==> config.mk <==
export PLATFORM = sky130hd
export DESIGN_NAME = fft_frame_seq
export DESIGN_NICKNAME = d
export VERILOG_FILES = /design/src/rtl/fft_seq_pkg.sv /design/src/rtl/fft_seq_lane_reg.sv /design/src/rtl/fft_seq_scale_guard.sv /design/src/rtl/fft_seq_ctrl.sv /design/src/rtl/fft_frame_seq.sv
export SDC_FILE = /design/constraint.sdc
export NUM_CORES = 1
export LEC_CHECK = 0
export ABC_AREA = 0
export BUFFER_PORTS_ARGS = -buffer_cell sky130_fd_sc_hd__buf_2
export CORE_UTILIZATION = 25
export CTS_CLUSTER_SIZE = 24
export DETAILED_ROUTE_END_ITERATION = 12
export PLACE_DENSITY_LB_ADDON = 0.25
export RECOVER_POWER = 25
export SLEW_MARGIN = 20
export SYNTH_ARGS = -nofsm -noshare
export SYNTH_HDL_FRONTEND = slang
export SYNTH_SLANG_ARGS = --single-unit
==> constraint.sdc <==
create_clock -name clk -period 1.5 [get_ports clk]
set_clock_uncertainty 0.05 [all_clocks]
set_input_delay 0.15 -clock clk [delete_from_list [all_inputs] [get_ports clk]]
set_output_delay 0.15 -clock clk [all_outputs]
set_load 0.01 [all_outputs]
==> src/rtl/fft_seq_pkg.sv <==
package fft_seq_pkg;

    typedef enum logic [0:0] {
        SEQ_IDLE = 1'b0,
        SEQ_RUN  = 1'b1
    } seq_state_t;

endpackage

==> src/rtl/fft_seq_lane_reg.sv <==
module fft_seq_lane_reg #(
    parameter int SAMP_W = 16
) (
    input  logic              clk,
    input  logic              rst,
    input  logic [SAMP_W-1:0] d_re,
    input  logic [SAMP_W-1:0] d_im,
    output logic [SAMP_W-1:0] q_re,
    output logic [SAMP_W-1:0] q_im
);

    always_ff @(posedge clk) begin
        if (rst) begin
            q_re <= '0;
            q_im <= '0;
        end else begin
            q_re <= d_re;
            q_im <= d_im;
        end
    end


    lane_delay_chk: assert property (@(posedge clk) disable iff (rst)
        !$past(rst) |-> (q_re == $past(d_re) && q_im == $past(d_im)));

endmodule

==> src/rtl/fft_seq_scale_guard.sv <==
module fft_seq_scale_guard #(
    parameter int SCL_W = 10
) (
    input  logic             clk,
    input  logic             rst,
    input  logic             frame_start,
    input  logic             frame_run,
    input  logic             beat_vld,
    input  logic [SCL_W-1:0] scale_in,
    output logic [SCL_W-1:0] held_q,
    output logic             scale_bad
);

    always_ff @(posedge clk) begin
        if (rst) begin
            held_q <= '0;
        end else if (frame_start) begin
            held_q <= scale_in;
        end
    end

    always_comb begin
        scale_bad = frame_run && beat_vld && (scale_in != held_q);
    end


    held_capture_chk: assert property (@(posedge clk) disable iff (rst)
        frame_start |=> (held_q == $past(scale_in)));


    held_stable_chk: assert property (@(posedge clk) disable iff (rst)
        (!frame_start && !$past(rst)) |=> $stable(held_q));

endmodule

==> src/rtl/fft_seq_ctrl.sv <==
module fft_seq_ctrl
    import fft_seq_pkg::*;
#(
    parameter int FRAME_BEATS = 256,
    parameter int CNT_W       = 8
) (
    input  logic             clk,
    input  logic             rst,
    input  logic             beat_vld,
    input  logic             scale_bad,
    output logic             frame_start,
    output logic             frame_run,
    output logic [CNT_W-1:0] pos_q,
    output logic             sof_q,
    output logic             eof_q,
    output logic             err_q
);

    localparam logic [CNT_W-1:0] LAST_BEAT = CNT_W'(FRAME_BEATS - 1);

    seq_state_t       state_q, state_d;
    logic [CNT_W-1:0] cnt_q, cnt_d;
    logic             at_last;
    logic             gap_hit;

    always_comb begin
        frame_start = beat_vld && (state_q == SEQ_IDLE);
        frame_run   = (state_q == SEQ_RUN);
        at_last     = (cnt_q == LAST_BEAT);
        gap_hit     = frame_run && !beat_vld;
        state_d     = state_q;
        cnt_d       = cnt_q;
        unique case (state_q)
            SEQ_IDLE: begin
                if (beat_vld) begin
                    state_d = SEQ_RUN;
                    cnt_d   = CNT_W'(1);
                end else begin
                    cnt_d   = '0;
                end
            end
            SEQ_RUN: begin
                if (!beat_vld || at_last) begin
                    state_d = SEQ_IDLE;
                    cnt_d   = '0;
                end else begin
                    cnt_d   = cnt_q + CNT_W'(1);
                end
            end
            default: begin
                state_d = SEQ_IDLE;
                cnt_d   = '0;
            end
        endcase
    end

    // state register process
    always_ff @(posedge clk) begin
        if (rst) begin
            state_q <= SEQ_IDLE;
            cnt_q   <= '0;
        end else begin
            state_q <= state_d;
            cnt_q   <= cnt_d;
        end
    end

    // output process
    always_ff @(posedge clk) begin
        if (rst) begin
            pos_q <= '0;
            sof_q <= 1'b0;
            eof_q <= 1'b0;
            err_q <= 1'b0;
        end else begin
            unique case (state_q)
                SEQ_IDLE: begin
                    pos_q <= '0;
                    sof_q <= beat_vld;
                    eof_q <= 1'b0;
                end
                SEQ_RUN: begin
                    pos_q <= beat_vld ? cnt_q : '0;
                    sof_q <= 1'b0;
                    eof_q <= beat_vld && at_last;
                end
                default: begin
                    pos_q <= '0;
                    sof_q <= 1'b0;
                    eof_q <= 1'b0;
                end
            endcase
            err_q <= err_q || gap_hit || scale_bad;
        end
    end


    sof_pos_chk: assert property (@(posedge clk) disable iff (rst)
        sof_q |-> (pos_q == '0));


    eof_pos_chk: assert property (@(posedge clk) disable iff (rst)
        eof_q |-> (pos_q == LAST_BEAT));


    marker_excl_chk: assert property (@(posedge clk) disable iff (rst)
        $onehot0({sof_q, eof_q}));


    cnt_bound_chk: assert property (@(posedge clk) disable iff (rst)
        cnt_q <= LAST_BEAT);


    idle_cnt_chk: assert property (@(posedge clk) disable iff (rst)
        (state_q == SEQ_IDLE) |-> (cnt_q == '0));


    err_sticky_chk: assert property (@(posedge clk) disable iff (rst)
        err_q |=> err_q);


    gap_err_chk: assert property (@(posedge clk) disable iff (rst)
        gap_hit |=> err_q);

endmodule

==> src/rtl/fft_frame_seq.sv <==
module fft_frame_seq #(
    parameter int FFT_LEN = 1024,
    parameter int LANES   = 4,
    parameter int SAMP_W  = 16,
    localparam int LOG2N       = $clog2(FFT_LEN),
    localparam int FRAME_BEATS = FFT_LEN / LANES,
    localparam int CNT_W       = $clog2(FRAME_BEATS),
    localparam int BUS_W       = LANES * SAMP_W
) (
    input  logic             clk,
    input  logic             rst,
    input  logic             in_vld,
    input  logic [BUS_W-1:0] in_re,
    input  logic [BUS_W-1:0] in_im,
    input  logic [LOG2N-1:0] scale_in,
    output logic             out_vld,
    output logic [BUS_W-1:0] out_re,
    output logic [BUS_W-1:0] out_im,
    output logic [CNT_W-1:0] frm_pos,
    output logic             sof,
    output logic             eof,
    output logic [LOG2N-1:0] scale_hold,
    output logic             proto_err
);

    logic frame_start;
    logic frame_run;
    logic scale_bad;

    fft_seq_ctrl #(
        .FRAME_BEATS (FRAME_BEATS),
        .CNT_W       (CNT_W)
    ) u_ctrl (
        .clk         (clk),
        .rst         (rst),
        .beat_vld    (in_vld),
        .scale_bad   (scale_bad),
        .frame_start (frame_start),
        .frame_run   (frame_run),
        .pos_q       (frm_pos),
        .sof_q       (sof),
        .eof_q       (eof),
        .err_q       (proto_err)
    );

    fft_seq_scale_guard #(
        .SCL_W (LOG2N)
    ) u_guard (
        .clk         (clk),
        .rst         (rst),
        .frame_start (frame_start),
        .frame_run   (frame_run),
        .beat_vld    (in_vld),
        .scale_in    (scale_in),
        .held_q      (scale_hold),
        .scale_bad   (scale_bad)
    );

    genvar ln;
    generate
        for (ln = 0; ln < LANES; ln++) begin : g_lane
            fft_seq_lane_reg #(
                .SAMP_W (SAMP_W)
            ) u_lane (
                .clk  (clk),
                .rst  (rst),
                .d_re (in_re[ln*SAMP_W +: SAMP_W]),
                .d_im (in_im[ln*SAMP_W +: SAMP_W]),
                .q_re (out_re[ln*SAMP_W +: SAMP_W]),
                .q_im (out_im[ln*SAMP_W +: SAMP_W])
            );
        end
    endgenerate

    always_ff @(posedge clk) begin
        if (rst) begin
            out_vld <= 1'b0;
        end else begin
            out_vld <= in_vld;
        end
    end


    vld_delay_chk: assert property (@(posedge clk) disable iff (rst)
        !$past(rst) |-> (out_vld == $past(in_vld)));


    sof_needs_vld_chk: assert property (@(posedge clk) disable iff (rst)
        sof |-> out_vld);


    sof_scale_chk: assert property (@(posedge clk) disable iff (rst)
        sof |-> (scale_hold == $past(scale_in)));


    idle_quiet_chk: assert property (@(posedge clk) disable iff (rst)
        !out_vld |-> (!sof && !eof && frm_pos == '0));

endmodule

# After elaboration in Yosys (flattened, before gate mapping)

Cells that the tools add are included.

Bits in registers: 159
Logic and storage cells: 39

$add $sub $neg: 1
Eq/ne operators: 2
Muxes and demuxes: 10
Bitwise operators: 1
Reductions and logical operators: 9

Operators by type and width:

| cell                | count |
|---|---|
| $pmux 8 s2          | 2 |
| $mux 8              | 2 |
| $ne 10x10->1        | 1 |
| $add 8x1->8 const B | 1 |
| $eq 8x8->1 const B  | 1 |
| $pmux 1 s2          | 3 |
| $logic_and 1x1->1   | 5 |
| $logic_or 1x1->1    | 3 |
| $mux 1              | 3 |
| $logic_not 1->1     | 1 |
| $not 1->1           | 1 |

# Logic depth before layout (Yosys ltp)

Word-level depth: 4
Mapped depth: 5
Mapped depth without buffers: 5

# Cells and area by module

A second synthesis with hierarchy kept.

Cell total of the unflattened synthesis: 386
Area total of the unflattened synthesis: 4650.7 µm²

By module, submodules not included:

| module              | times used | cells each | area an instance (µm²) | sequential area each (µm²) |
|---|---|---|---|---|
| fft_seq_lane_reg    | 4          | 67         | 863.3                  | 640.6 |
| fft_seq_ctrl        | 1          | 69         | 700.7                  | 400.4 |
| fft_seq_scale_guard | 1          | 47         | 462.9                  | 200.2 |
| fft_frame_seq       | 1          | 2          | 33.8                   | 20.0 |

# Worst setup path before layout

Ideal clock, no wire load.

Path type: reg2reg
Start: register u_ctrl.cnt_q[2]
End: register u_ctrl.cnt_q[7]
Library setup time: 0.066 ns
Data arrival time: 1.126 ns
Required time: 1.384 ns
Slack: 0.257 ns
Cell stages (with the launch flop): 5
Path buffers: 0
Clock period less this slack: 1.243 ns
Path through: dfxtp_1 > and4_4 > nand2_2 > or3_1 > a21oi_2

Cells in the longest elaborated chain, start to end: 4
Elaborated cells between the ends (all ways): 5

RTL lines:

| item                                                | RTL line           | source |
|---|---|---|
| start: declaration                                  | fft_seq_ctrl.sv:22 | `logic [CNT_W-1:0] cnt_q, cnt_d;` |
| start signal: assignment                            | fft_seq_ctrl.sv:64 | `cnt_q <= cnt_d;` |
| branches (longest 2 deep; another with $add 8x1->8) | --                 |  |
| $mux 8 (*)                                          | fft_seq_ctrl.sv:43 | `if (!beat_vld \|\| at_last) begin` |
| $pmux 8 s2 (*)                                      | fft_seq_ctrl.sv:33 | `unique case (state_q)` |

Every way passes the cells marked *.
A chain may end at the register's enable or synchronous reset.

# Worst setup path in the final report

Same ends and word-level chain as after synthesis.

==> out/metrics.yaml <==
grt_pass1_wl_mm: 18.3
grt_pass1_vias: 3712
final-max-slew-violation-count: 0
drv_cap: 0
status: "finished, final reports clean"
ant_nets: 0
drc: 0
fp.dieArea_sq_um: 18900
portBuffers: 290
ys_ff_latch: 159
synth.area.top_cells: "dfxtp_1 70%, nor2b_1 18%, nand2_1 2.1%"
dr.pass1.iters: 4
core_sq_um: 18000
cts-root-buf: "clkbuf_16"
synth_top_area_frac: 0.695
timing.rr.end: "u_ctrl.cnt_q[7]$_SDFF_PP0_"
synth.distinct_cells: 26
cp-end-kind: "flop"
cts_tree: "yes"
fin_hold_ws_ps: 41.8
cp_cell_sequence: "and4_4 > nand2_2 > or3_1 > a21oi_2"
synth_warnings: 0
layout.nets: 975
p_sw_uw: 2320
finalHoldViolCount: 0
via_per_inst: 3.81
finalCritPeriodShare: 0.897
drt_iter0_drc: 138
rrSetupSlack_ps: 150
cts_sinks: 159
tns_ps: 0
tightest_slew_ps: 709
slew_headroom: 0.526
placed_area_sq_um: 6320
netlist_instances: 398
startpoint: "u_ctrl.cnt_q[2]$_SDFF_PP0_"
crit_path_end: "u_ctrl.cnt_q[7]$_SDFF_PP0_"
comb_power_share: 0.108
drive_above_1_share: 0.391
cts_max_level: 4
final_cell_area_sq_um: 8300
syn_avg_cell_area_sq_um: 11.5
start_util: 0.255
gp_congestion: 0.756
n_antenna_cell: 0
wl_per_cell_microns: 12.0
synth_largest_area_cell: "dfxtp_1"
crit_path_max_fanout: 5
clkLatencyLatePin_ps: 410
die_h_microns: 137
io_pins: 291
critPathLaunchType: "flop"
synth_nets: 540
period_needed_ps: 1350
syn-cell-area_sq_um: 4580
cp_slowest_cell: "dfxtp_1"
crit_type: "reg2reg"
setup_violations: 0
yosysSeqAreaShare: 0.695
antenna_found_initial: 0
critical_path_arrival_ps: 1650
cts_buffer_depth: 2
fill_cells: 1661
dp_hpwl_mm: 8.33
grt_max_degree: 83
multi_input_area_sq_um: 1320
die_w_microns: 137
p_leak_uw: 0.00398
power_switching_share: 0.234
area_growth_pct: 81.3
r2r.worst_path.cells: 4
hp-class: "in2reg"
overflow: 0
clk_pin_slew_ps: 70
grt_use_total: 0.129
finalPower_uw: 9920
fp-row-count: 49
p_int_uw: 7600
pwr-share-clk: 0.440
ir_drop_uv: 738
numCtsBuffers: 17
seqPwrFrac: 0.453
worstPathRequired_ps: 1800
critPathMaxStageDelay_ps: 400
worstReg2RegStart: "u_ctrl.cnt_q[2]$_SDFF_PP0_"
ctsResizeCount: 0
vias: 4098
regArea_sq_um: 3180
max_freq_mhz: 743
rsz0062_at_grt: "no"
pwr_density_cell_nw_per_um2: 1190
routed_wl_mm: 12.9
-- worst max-delay path: cells and delay by family (launching register included) --
kind,cells,cell delay [ps]
compound gates,1,150
simple gates,3,680
flops,1,400
-- sequential cells by signal (all words and copies together), names as in the netlist --
name and cells:
g_lane.u_lane.q_im 64, g_lane.u_lane.q_re 64, out_vld 1, u_ctrl.cnt_q 8, u_ctrl.eof_q 1, u_ctrl.err_q 1, u_ctrl.frame_run 1, u_ctrl.pos_q 8
u_ctrl.sof_q 1, u_guard.held_q 10
-- what timing repair did --
item / 4_1_cts / 5_1_grt
hold buffers: 138 / 0
hold endpoints to repair: 138 / 0
buffers inserted: 0 / 0
-- placed cells by master, fill, tap and decap left out, drive strengths merged, types with 3 or more instances in the layout --
master	n
nor2b	129
xnor2	6
inv	6
nand2	27
buf	297
nand4	3
nor2	9
a21oi	13
dfxtp	159
clkinvlp	4
xor2	9
clkbuf	19
and3	9
dlygate4sd3	138
-- synthesized netlist by cell type, drive strengths merged --
cell    count
dfxtp     159
nor2b     129
nand2      27
clkbuf     18
a21oi      13
and3        9
nor2        9
xor2        9
xnor2       6
nand4       3
and2        2
nand2b      2
a211oi      1
and4        1
buf         1
ha          1
inv         1
nand3       1
nand3b      1
nor3        1
nor4        1
o21ai       1
o32ai       1
or3         1
-- cell families after synthesis --
logic type | after synthesis | share of synthesized area
adder cells (fa/ha/maj) | 1 | 0.00273
AO/OA/AOI/OAI | 16 | 0.0197
XOR/XNOR | 15 | 0.0287
buffers and inverters | 20 | 0.0167
flip-flops | 159 | 0.695
AND/OR/NAND/NOR | 187 | 0.237
-- stage by stage --
stage / utilization / cells / worst slack, ps
global route: 0.462 / 1075 / 38.9
global placement: 0.352 / 905 / 227
floorplan: - / 398 / 257
CTS: 0.462 / 1075 / 156
detailed placement: 0.352 / 905 / 172
finish: 0.462 / 1075 / 154
-- area by class of cell --
| cell class | instances | area share |
|---|---|---|
| Multi-Input combinational cell | 219 | 0.159 |
| Clock inverter | 13 | 0.0185 |
| Clock buffer | 19 | 0.0533 |
| Tap cell | 229 | 0.0345 |
| Timing Repair Buffer | 435 | 0.351 |
| Inverter | 1 | 0.000452 |
| Sequential cell | 159 | 0.383 |
-- worst min-delay path by stage --
stage | cells past startpoint | endpoint | from
2_1_floorplan | 1 | g_lane[0].u_lane.q_im[0]$_SDFF_PP0_ | in_im[0]
3_3_place_gp | 2 | g_lane[2].u_lane.q_re[5]$_SDFF_PP0_ | in_re[37]
3_5_place_dp | 2 | g_lane[1].u_lane.q_im[13]$_SDFF_PP0_ | in_im[29]
4_1_cts | 3 | u_ctrl.frame_run$_SDFF_PP0_ | in_vld
5_1_grt | 3 | u_ctrl.frame_run$_SDFF_PP0_ | in_vld
6_report | 3 | u_ctrl.frame_run$_SDFF_PP0_ | in_vld
-- per-layer routing --
| metal | vias up | GRT usage | wire length (microns) |
|---|---|---|---|
| met5 | - | 0 | 0 |
| met4 | 0 | 0.0543 | 179 |
| met3 | 16 | 0.0545 | 1050 |
| met2 | 180 | 0.205 | 6180 |
| met1 | 1793 | 0.152 | 5470 |
| li1 | 2109 | - | - |
-- power by group through the flow --
| stage | clock network (uW) | logic [uW] | registers (uW) |
|---|---|---|---|
| after CTS | 4520 | 1070 | 4490 |
| after global routing | 4700 | 1170 | 4510 |
| after floorplan | 0 | 224 | 4700 |
| final | 4360 | 1070 | 4490 |
| after global placement | 0 | 786 | 4580 |
| after detailed placement | 0 | 786 | 4580 |
No activity file was read; power rests on OpenSTA's default activity.
